## src/rtl/sbh_pkg.sv

```systemverilog
package sbh_pkg;
    typedef enum logic [1:0] {
        ST_RUN        = 2'd0,
        ST_START_WAIT = 2'd1,
        ST_HELD       = 2'd2,
        ST_END_WAIT   = 2'd3
    } hold_state_t;
endpackage

```

## src/rtl/sbh_sync.sv

```systemverilog
module sbh_sync #(
    parameter int WIDTH  = 4,
    parameter int STAGES = 2,
    parameter logic [WIDTH-1:0] RST_VAL = '0
) (
    input  logic             clk,
    input  logic             rst_n,
    input  logic [WIDTH-1:0] d_in,
    output logic [WIDTH-1:0] d_out
);
    logic [WIDTH-1:0] stg [STAGES];

    always_ff @(posedge clk or negedge rst_n) begin
        if (!rst_n) stg[0] <= RST_VAL;
        else        stg[0] <= d_in;
    end

    for (genvar i = 1; i < STAGES; i++) begin : g_stage
        always_ff @(posedge clk or negedge rst_n) begin
            if (!rst_n) stg[i] <= RST_VAL;
            else        stg[i] <= stg[i-1];
        end
    end

    assign d_out = stg[STAGES-1];
endmodule

```

## src/rtl/sbh_hold_fsm.sv

```systemverilog
module sbh_hold_fsm
    import sbh_pkg::*;
(
    input  logic        clk,
    input  logic        rst_n,
    input  logic        cs_s,
    input  logic        sck_s,
    input  logic        sck_fall,
    input  logic        hold_fall,
    input  logic        hold_rise,
    input  logic        quad_mode,
    output hold_state_t state,
    output logic        hold_active,
    output logic        sdo_oe
);
    hold_state_t state_nxt;
    logic        held_nxt;

    // Next-state logic
    always_comb begin
        state_nxt = state;
        if (cs_s) begin
            state_nxt = ST_RUN;
        end else begin
            unique case (state)
                ST_RUN: begin
                    if (hold_fall && !quad_mode)
                        state_nxt = sck_s ? ST_START_WAIT : ST_HELD;
                end
                ST_START_WAIT: begin
                    if (hold_rise)     state_nxt = ST_RUN;
                    else if (sck_fall) state_nxt = ST_HELD;
                end
                ST_HELD: begin
                    if (hold_rise)
                        state_nxt = sck_s ? ST_END_WAIT : ST_RUN;
                end
                ST_END_WAIT: begin
                    if (hold_fall)     state_nxt = ST_HELD;
                    else if (sck_fall) state_nxt = ST_RUN;
                end
                default: state_nxt = ST_RUN;
            endcase
        end
    end

    assign held_nxt = (state_nxt == ST_HELD) || (state_nxt == ST_END_WAIT);

    // State register
    always_ff @(posedge clk or negedge rst_n) begin
        if (!rst_n) state <= ST_RUN;
        else        state <= state_nxt;
    end

    // Output register: flag and output-enable from one next-state decode
    always_ff @(posedge clk or negedge rst_n) begin
        if (!rst_n) begin
            hold_active <= 1'b0;
            sdo_oe      <= 1'b0;
        end else begin
            hold_active <= held_nxt;
            sdo_oe      <= !cs_s && !held_nxt;
        end
    end
endmodule

```

## src/rtl/sbh_shifter.sv

```systemverilog
module sbh_shifter #(
    parameter int WORD_W = 8,
    localparam int CNT_W = $clog2(WORD_W)
) (
    input  logic              clk,
    input  logic              rst_n,
    input  logic              cs_s,
    input  logic              sck_rise,
    input  logic              sdi_s,
    input  logic              freeze,
    output logic [WORD_W-1:0] shreg,
    output logic [CNT_W-1:0]  bit_cnt,
    output logic [WORD_W-1:0] rx_byte,
    output logic              rx_valid
);
    localparam logic [CNT_W-1:0] LAST = CNT_W'(WORD_W - 1);

    always_ff @(posedge clk or negedge rst_n) begin
        if (!rst_n) begin
            shreg    <= '0;
            bit_cnt  <= '0;
            rx_byte  <= '0;
            rx_valid <= 1'b0;
        end else begin
            rx_valid <= 1'b0;
            if (cs_s) begin
                shreg   <= '0;
                bit_cnt <= '0;
            end else if (sck_rise && !freeze) begin
                shreg <= {shreg[WORD_W-2:0], sdi_s};
                if (bit_cnt == LAST) begin
                    bit_cnt  <= '0;
                    rx_byte  <= {shreg[WORD_W-2:0], sdi_s};
                    rx_valid <= 1'b1;
                end else begin
                    bit_cnt <= bit_cnt + 1'b1;
                end
            end
        end
    end
endmodule

```

## src/rtl/sbus_hold_ctrl.sv

```systemverilog
module sbus_hold_ctrl
    import sbh_pkg::*;
#(
    parameter int SYNC_STAGES = 2,
    parameter int WORD_W      = 8
) (
    input  logic                       clk,
    input  logic                       rst_n,
    input  logic                       cs_n_in,
    input  logic                       sck_in,
    input  logic                       hold_n_in,
    input  logic                       sdi_in,
    input  logic                       quad_mode,
    output logic                       hold_active,
    output logic                       sdo_oe,
    output logic                       sdo_out,
    output logic [$clog2(WORD_W)-1:0]  bit_cnt,
    output logic [WORD_W-1:0]          rx_byte,
    output logic                       rx_valid
);
    logic [3:0]        sync_q;
    logic              cs_s, sck_s, hold_s, sdi_s;
    logic              sck_prev, hold_prev;
    logic              sck_rise, sck_fall, hold_rise, hold_fall;
    hold_state_t       state;
    logic [WORD_W-1:0] shreg;

    // Inputs packed as {sdi, hold_n, sck, cs_n}; idle: deselected, clock low, no hold
    sbh_sync #(.WIDTH(4), .STAGES(SYNC_STAGES), .RST_VAL(4'b0101)) u_sync (
        .clk   (clk),
        .rst_n (rst_n),
        .d_in  ({sdi_in, hold_n_in, sck_in, cs_n_in}),
        .d_out (sync_q)
    );
    assign {sdi_s, hold_s, sck_s, cs_s} = sync_q;

    always_ff @(posedge clk or negedge rst_n) begin
        if (!rst_n) begin
            sck_prev  <= 1'b0;
            hold_prev <= 1'b1;
        end else begin
            sck_prev  <= sck_s;
            hold_prev <= hold_s;
        end
    end

    assign sck_rise  = !sck_prev && sck_s;
    assign sck_fall  = sck_prev && !sck_s;
    assign hold_rise = !hold_prev && hold_s;
    assign hold_fall = hold_prev && !hold_s;

    sbh_hold_fsm u_fsm (
        .clk         (clk),
        .rst_n       (rst_n),
        .cs_s        (cs_s),
        .sck_s       (sck_s),
        .sck_fall    (sck_fall),
        .hold_fall   (hold_fall),
        .hold_rise   (hold_rise),
        .quad_mode   (quad_mode),
        .state       (state),
        .hold_active (hold_active),
        .sdo_oe      (sdo_oe)
    );

    sbh_shifter #(.WORD_W(WORD_W)) u_shift (
        .clk      (clk),
        .rst_n    (rst_n),
        .cs_s     (cs_s),
        .sck_rise (sck_rise),
        .sdi_s    (sdi_s),
        .freeze   (hold_active),
        .shreg    (shreg),
        .bit_cnt  (bit_cnt),
        .rx_byte  (rx_byte),
        .rx_valid (rx_valid)
    );

    assign sdo_out = shreg[WORD_W-1];
endmodule

```

## config.mk

```make
export PLATFORM = sky130hd
export DESIGN_NAME = sbus_hold_ctrl
export DESIGN_NICKNAME = d
export VERILOG_FILES = /design/src/rtl/sbh_pkg.sv /design/src/rtl/sbh_sync.sv /design/src/rtl/sbh_hold_fsm.sv /design/src/rtl/sbh_shifter.sv /design/src/rtl/sbus_hold_ctrl.sv
export SDC_FILE = /design/constraint.sdc
export NUM_CORES = 1
export LEC_CHECK = 0
export BUFFER_PORTS_ARGS = -buffer_cell sky130_fd_sc_hd__buf_4
export CAP_MARGIN = 25
export CORE_MARGIN = 10
export CORE_UTILIZATION = 56
export CTS_BUF_LIST = sky130_fd_sc_hd__clkbuf_8
export CTS_CLUSTER_DIAMETER = 50
export DETAILED_ROUTE_END_ITERATION = 7
export GPL_ROUTABILITY_DRIVEN = 1
export HOLD_SLACK_MARGIN = 0.05
export PLACE_DENSITY_LB_ADDON = 0.25
export REMOVE_ABC_BUFFERS = 1
export SKIP_CTS_REPAIR_TIMING = 1
export SLEW_MARGIN = 20
export SYNTH_ARGS = -nofsm -noshare
export SYNTH_HDL_FRONTEND = slang
export SYNTH_SLANG_ARGS = --single-unit
```

## constraint.sdc

```tcl
create_clock -name clk -period 1.5 [get_ports clk]
set_input_delay 0.15 -clock clk [delete_from_list [all_inputs] [get_ports clk]]
set_output_delay 0.15 -clock clk [all_outputs]
set_load 0.02 [all_outputs]
```

==> key figures, run 1 <==
STA
  • Max-slew headroom: 58.50%
  • Final setup slack of the worst path: 0.004909 ns
  • Final period util: 99.67%
  • Slew Viols, Final: 0
  • Setup repair after global routing missed its margin: yes
  • Final setup TNS: 0 ns
  • Clock period minus final worst setup slack: 1.495 ns
  • Transition time of the tightest slew-check pin: 0.6202 ns
  • Peak Freq: 668.9 MHz
  • Final hold violation count: 0
  • Skew final: 0.008851 ns
  • Final count of negative-setup-slack endpoints: 0

CTS
  • Number of buffers added by the clock tree synthesis step: 5
  • Maximum clock insertion buffer count: 2
  • Worst-path clk slew: 0.07 ns
  • CTS H-tree depth: 2
  • Clock insertion delay at the later pin of the skew report: 0.27 ns
  • Clock tree from TritonCTS: yes
  • Clock Tree Root: clkbuf_8
  • TritonCTS Sinks: 34

Synth
  • Number of cells produced by synthesis: 83
  • Post-synthesis sequential area ratio: 68.16%
  • Number of synthesized register bits: 34
  • Post-Synthesis Cell Area: 1257 um^2
  • Count of distinct cell types in the synthesized netlist: 25
  • Avg Inst Size Synth: 15.15 um^2
  • Count of warnings emitted by yosys: 0

Floorplanning
  • Area of the die: 4541 um^2
  • Die X-Extent: 67.39 um
  • Die Span Y: 67.39 um
  • Count of standard-cell rows: 17
  • IO Pins: 22
  • Initial Utilization: 57.96%
  • Total core area: 2170 um^2

Worst setup path
  • Critical path, cell by cell: or4b_4 > a31oi_4 > a21oi_2 > nor2b_1
  • Type of destination of the critical path: register
  • Worst Path Arrival: 1.67 ns
  • CP peak stage delay: 0.53 ns
  • Slowest library cell on the worst path: dfstp_2
  • CP Data Required Time: 1.67 ns
  • Crit path kind: register to register
  • Startpoint class of the critical path: register
  • Worst-path fanout max: 3

Global routing
  • All-layer global routing usage: 11.78%
  • First-pass GRT wire length: 3.967 mm
  • Initial antenna violation count: 0
  • Largest net degree at the start of global routing: 35
  • Overflow left after global routing: 0
  • Via count of the first global-routing pass: 856

Finish
  • Fraction of layout instances using a drive strength above 1: 42.15%
  • Area Growth Syn to Fin: 30.15%
  • Number of nets in the final layout: 129
  • Multi-input gate area in the final layout: 419.2 um^2
  • Total of fill cells in the finished design: 146
  • Register cell area after layout: 857.1 um^2
  • Diodes inserted: 0

Detailed routing
  • Number of DRC violations after detailed-routing iteration 0: 25
  • DRC: 0
  • Routed Wire Length: 2.537 mm
  • Wire length per cell: 17.03 um
  • Count of nets left with antenna violations after detail routing: 0
  • Average vias per placed instance: 5.362
  • Vias post-DR: 799
  • Number of detailed-routing iterations run before antenna repair: 4

Power and ir drop
  • Power density of the placed cells: 1038 nW/um^2
  • Part of the power in registers: 57.3%
  • Clk pwr share: 34.6%
  • Internal power: 1324 uW
  • Leakage power total: 0.0008223 uW
  • Combinational power share: 8.1%
  • VDD IR-drop max: 0.7891 mV
  • Proportion of total power due to net switching: 22.07%
  • Reported net switching power: 375.1 uW

Placed design
  • Count of input and output buffers: 21
  • Final estimated routing congestion in global placement: 0.6982
  • Placed wire-length estimate after detailed placement: 1.696 mm
  • Pre-CTS WS: 0.03577 ns

Run
  • Max_cap viols: 0

Hold path
  • Class of the most critical hold timing path: primary input to register

Outcome
  • Result of the run: finished clean
==> through the flow <==
stage          hold WS, ns  util (%)  cells  power, uW  instance area [um^2]
5_1_grt             0.3451     75.43    149       1780                  1637
2_1_floorplan      -0.1456         -     82       1041                  1252
4_1_cts            -0.1889     71.68    143       1708                  1555
3_3_place_gp        0.1054     67.99    135       1102                  1475
3_5_place_dp        0.1120     67.99    135       1110                  1475
6_report            0.3344     75.43    149       1700                  1637
==> worst paths after layout <==
path	start	to	slack (ns)	cells past startpoint
min in group asynchronous	rst_n	u_shift.bit_cnt[2]	0.35	2
max in group asynchronous	rst_n	u_sync.d_out[2]	0.82	2
hold / removal	quad_mode	u_fsm.state[0]	0.33	4
hold reg to reg	u_sync.stg[5]	u_sync.d_out[1]	0.35	0
setup reg to reg	hold_prev	u_fsm.sdo_oe	0.005	4
setup / recovery	hold_prev	u_fsm.sdo_oe	0.005	4
==> power groups by stage <==
stage / registers, uW / logic, uW / clock network, uW
2_1_floorplan: 998 / 43.5 / 0
3_3_place_gp: 987 / 115 / 0
3_5_place_dp: 989 / 121 / 0
4_1_cts: 973 / 122 / 612
5_1_grt: 977 / 153 / 650
6_report: 974 / 138 / 587
==> synth_stat cells <==
library cell | instances | area (um^2)
o21ai_0 | 1 | 5.000
dfstp_2 | 5 | 131.4
nand2b_1 | 2 | 12.51
xnor2_1 | 1 | 8.760
o211ai_1 | 1 | 7.510
o21a_1 | 2 | 15.01
nor3_1 | 1 | 5.000
a22o_1 | 9 | 78.83
nor2_1 | 4 | 15.01
ha_1 | 2 | 25.02
mux2_2 | 8 | 90.09
a21oi_1 | 1 | 5.000
or4b_1 | 1 | 10.01
o31ai_1 | 1 | 7.510
a31oi_1 | 1 | 6.260
a22oi_1 | 1 | 7.510
nor3b_4 | 1 | 18.77
buf_2 | 1 | 5.000
nor2b_1 | 4 | 25.02
and2b_2 | 1 | 8.760
inv_1 | 2 | 7.510
dfrtp_1 | 29 | 725.7
a32o_1 | 1 | 10.01
nand3b_1 | 2 | 15.01
nand2_4 | 1 | 11.26
==> worst max-delay path, delay by kind of cell (launching register included) <==
| kind | cells | cell delay, ns |
|---|---|---|
| AOI/OAI and AO/OA | 2 | 0.25 |
| DFF | 1 | 0.53 |
| and+or+nand+nor | 2 | 0.61 |
==> layout by cell type (no fill, tap or decap), types with 2 or more instances in the layout <==
cell type / n
nand2b_1: 2
a22o_1: 9
o21a_1: 2
nor2_1: 4
dfrtp_1: 29
dfstp_2: 5
mux2_2: 8
inv_1: 5
nor2b_1: 4
dlygate4sd3_1: 5
nand3b_1: 2
buf_4: 25
clkbuf_8: 5
==> sequential cells by signal, summed over array words and instances (netlist names) <==
register / flops
u_shift.bit_cnt: 3
u_sync.stg: 4
u_sync.d_out: 4
u_fsm.sdo_oe: 1
u_shift.shreg: 8
u_fsm.state: 2
u_shift.rx_valid: 1
sck_prev: 1
u_fsm.hold_active: 1
hold_prev: 1
u_shift.rx_byte: 8
==> per-layer routing <==
metal	up-vias	share of wire (%)	global-route usage, %
met3	2	4.8	5.124
met5	-	0	0
met4	0	0.67	4.615
met1	408	39	12.49
li1	372	-	-
met2	17	55	20.26
==> cell families after synthesis <==
kind of cell | share of synthesized area, %
compound gates | 11.34
xor+xnor | 0.6966
fa+ha+maj | 1.990
buf+inv | 0.9949
flops | 68.16
mux | 7.164
simple gates | 9.650
==> layout make-up <==
cell class	instances	area share, %
clock buffer	5	4.205
clock inverter	3	0.6881
inverter	2	0.4587
multi-input combinational	47	25.61
sequential	34	52.37
tap	28	2.141
timing repair buffer	30	14.53
Power figures use the tool's default switching activity.
==> run 2: changes to the inputs <==
--- a/config.mk
+++ b/config.mk
@@ -7,7 +7,7 @@
 export LEC_CHECK = 0
 export BUFFER_PORTS_ARGS = -buffer_cell sky130_fd_sc_hd__buf_4
 export CAP_MARGIN = 25
-export CORE_MARGIN = 10
+export CORE_MARGIN = 3
 export CORE_UTILIZATION = 56
 export CTS_BUF_LIST = sky130_fd_sc_hd__clkbuf_8
 export CTS_CLUSTER_DIAMETER = 50
@@ -15,6 +15,7 @@
 export GPL_ROUTABILITY_DRIVEN = 1
 export HOLD_SLACK_MARGIN = 0.05
 export PLACE_DENSITY_LB_ADDON = 0.25
+export RECOVER_POWER = 50
 export REMOVE_ABC_BUFFERS = 1
 export SKIP_CTS_REPAIR_TIMING = 1
 export SLEW_MARGIN = 20
==> key figures, run 2 (same netlist as run 1, synthesis figures left out) <==
Worst setup path
  • Type of destination of the critical path: register (unchanged)
  • Worst-path fanout max: 3 (unchanged)
  • Terminus of the critical flop-to-flop path: u_fsm.sdo_oe (unchanged)
  • Worst-case register-to-register setup slack: 0.02 ns (was 0.005 ns)
  • Worst Path Arrival: 1.65 ns (was 1.67 ns)
  • Startpoint class of the critical path: register (unchanged)
  • Source of the worst register-to-register timing path: hold_prev (unchanged)
  • Number of cells on the worst reg-to-reg path: 4 (unchanged)
  • Crit path kind: register to register (unchanged)
  • CP Data Required Time: 1.67 ns (about the same)

Finish
  • Final cell count without fillers: 146 (was 149)
  • Fraction of layout instances using a drive strength above 1: 41.18% (was 42.15%)
  • Area Growth Syn to Fin: 28.66% (was 30.15%)
  • Number of nets in the final layout: 127 (was 129)
  • Most frequent cells in the layout: dfrtp_1 (28), buf_4 (19), a22o_1 (9), mux2_2 (8), clkbuf_8 (6) (was dfrtp_1 (29), buf_4 (25), a22o_1 (9), mux2_2 (8))
  • Post-layout instance area: 1618 um^2 (was 1637 um^2)
  • Diodes inserted: 0 (unchanged)
  • Largest registers: u_shift.rx_byte (8), u_shift.shreg (8) (unchanged)
  • Leading cell type in the layout, fill and taps excluded: dfrtp_1 (unchanged)

Global routing
  • Via count of the first global-routing pass: 726 (was 856)
  • First-pass GRT wire length: 3.325 mm (was 3.967 mm)
  • Overflow left after global routing: 0 (unchanged)
  • Initial antenna violation count: 0 (unchanged)
  • All-layer global routing usage: 17.81% (was 11.78%)
  • Largest net degree at the start of global routing: 35 (unchanged)

Run
  • Max_cap viols: 0 (unchanged)

Hold path
  • Class of the most critical hold timing path: primary input to register (unchanged)
  • Count of cells along the worst hold path: 4 (unchanged)
  • Start point of the worst hold path: quad_mode (unchanged)
  • Hold path endpoint: u_fsm.state[0] (unchanged)

STA
  • Peak Freq: 675.0 MHz (was 668.9 MHz)
  • Transition time of the tightest slew-check pin: 0.7862 ns (was 0.6202 ns)
  • Clock period minus final worst setup slack: 1.482 ns (was 1.495 ns)
  • Skew final: 0.01004 ns (was 0.008851 ns)
  • Final hold violation count: 0 (unchanged)
  • Final count of negative-setup-slack endpoints: 0 (unchanged)
  • Post-Route Hold Slack: 0.3012 ns (was 0.3344 ns)
  • Final period util: 98.77% (was 99.67%)
  • Max-slew headroom: 47.59% (was 58.50%)
  • Slew Viols, Final: 0 (unchanged)

Detailed routing
  • Routed Wire Length: 2.121 mm (was 2.537 mm)
  • Average vias per placed instance: 5.322 (was 5.362)
  • Number of DRC violations after detailed-routing iteration 0: 3 (was 25)
  • DRC: 0 (unchanged)
  • Vias post-DR: 777 (was 799)
  • Count of nets left with antenna violations after detail routing: 0 (unchanged)
  • Number of detailed-routing iterations run before antenna repair: 4 (unchanged)
  • Wire length per cell: 14.53 um (was 17.03 um)

CTS
  • Number of buffers added by the clock tree synthesis step: 5 (unchanged)
  • Worst-path clk slew: 0.06 ns (was 0.07 ns)
  • CTS H-tree depth: 2 (unchanged)
  • TritonCTS Sinks: 34 (unchanged)
  • Clock insertion delay at the later pin of the skew report: 0.28 ns (was 0.27 ns)
  • Clock tree from TritonCTS: yes (unchanged)
  • Clock Tree Root: clkbuf_8 (unchanged)
  • Maximum clock insertion buffer count: 2 (unchanged)

Placed design
  • Count of input and output buffers: 21 (unchanged)
  • Final estimated routing congestion in global placement: 0.7036 (was 0.6982)
  • Placed cell areas: 1459 um^2 (was 1475 um^2)
  • Placed wire-length estimate after detailed placement: 1.416 mm (was 1.696 mm)
  • Cell total after placement: 132 (was 135)

Floorplanning
  • Total core area: 2042 um^2 (was 2170 um^2)
  • Initial Utilization: 61.58% (was 57.96%)
  • Count of standard-cell rows: 16 (was 17)
  • Die X-Extent: 53.39 um (was 67.39 um)
  • Area of the die: 2850 um^2 (was 4541 um^2)
  • IO Pins: 22 (unchanged)
  • Die Span Y: 53.39 um (was 67.39 um)

Power and ir drop
  • Power density of the placed cells: 1085 nW/um^2 (was 1038 nW/um^2)
  • VDD IR-drop max: 1.064 mV (was 0.7891 mV)
  • Leakage power total: 0.0008158 uW (was 0.0008223 uW)

Outcome
  • Result of the run: finished clean (unchanged)
-- run 2: worst max path at each step --
stage / from / endpoint / slack [ns] / depth (start not counted)
6_report: hold_prev / u_fsm.sdo_oe / 0.02 / 4
5_1_grt: hold_prev / u_fsm.sdo_oe / -0.01 / 4
4_1_cts: hold_prev / u_fsm.sdo_oe / 0.02 / 4
3_5_place_dp: hold_prev / u_fsm.sdo_oe / 0.03 / 4
3_3_place_gp: hold_prev / u_fsm.sdo_oe / 0.05 / 4
2_1_floorplan: u_fsm.hold_active / u_shift.rx_byte[0] / 0.04 / 4
-- run 2: critical path, stage by stage, from the launching register on --
cell and delay, ns:
dfstp_2 0.52, or4b_1 0.45, a31oi_2 0.21, a21oi_2 0.06, nor2b_1 0.13
-- run 2: cell type report --
class / count / area (um^2)
flip-flops and latches: 34 / 858.3
fillers: 144 / 424.2
multi-input cells: 46 / 400.4
repair buffers: 29 / 227.7
clock buffers: 6 / 82.58
well taps: 27 / 33.78
clock inverters: 2 / 7.507
inverters: 2 / 7.507
-- run 2: power by group --
part | leakage [uW] | internal [uW] | switching [uW]
Sequential | 0.000441 | 950 | 23.1
Clock | 0.0000538 | 360 | 296
Combinational | 0.000321 | 59.5 | 66.7
-- run 2: metrics by stage --
stage	worst slack, ns	util, %	power, uW	TNS (ns)
floorplan	0.03974	-	1041	0
global placement	0.05050	71.45	1097	0
detailed placement	0.02766	71.45	1103	0
CTS	0.02248	75.86	1765	0
global route	-0.01157	79.23	1841	-0.01157
finish	0.01842	79.23	1755	0
-- run 2: layer usage --
metal	GRT usage, %	part of all wire (%)
met1	20.93	45
met2	25.71	48
met3	7.606	5.2
met4	12.77	1.4
met5	0	0
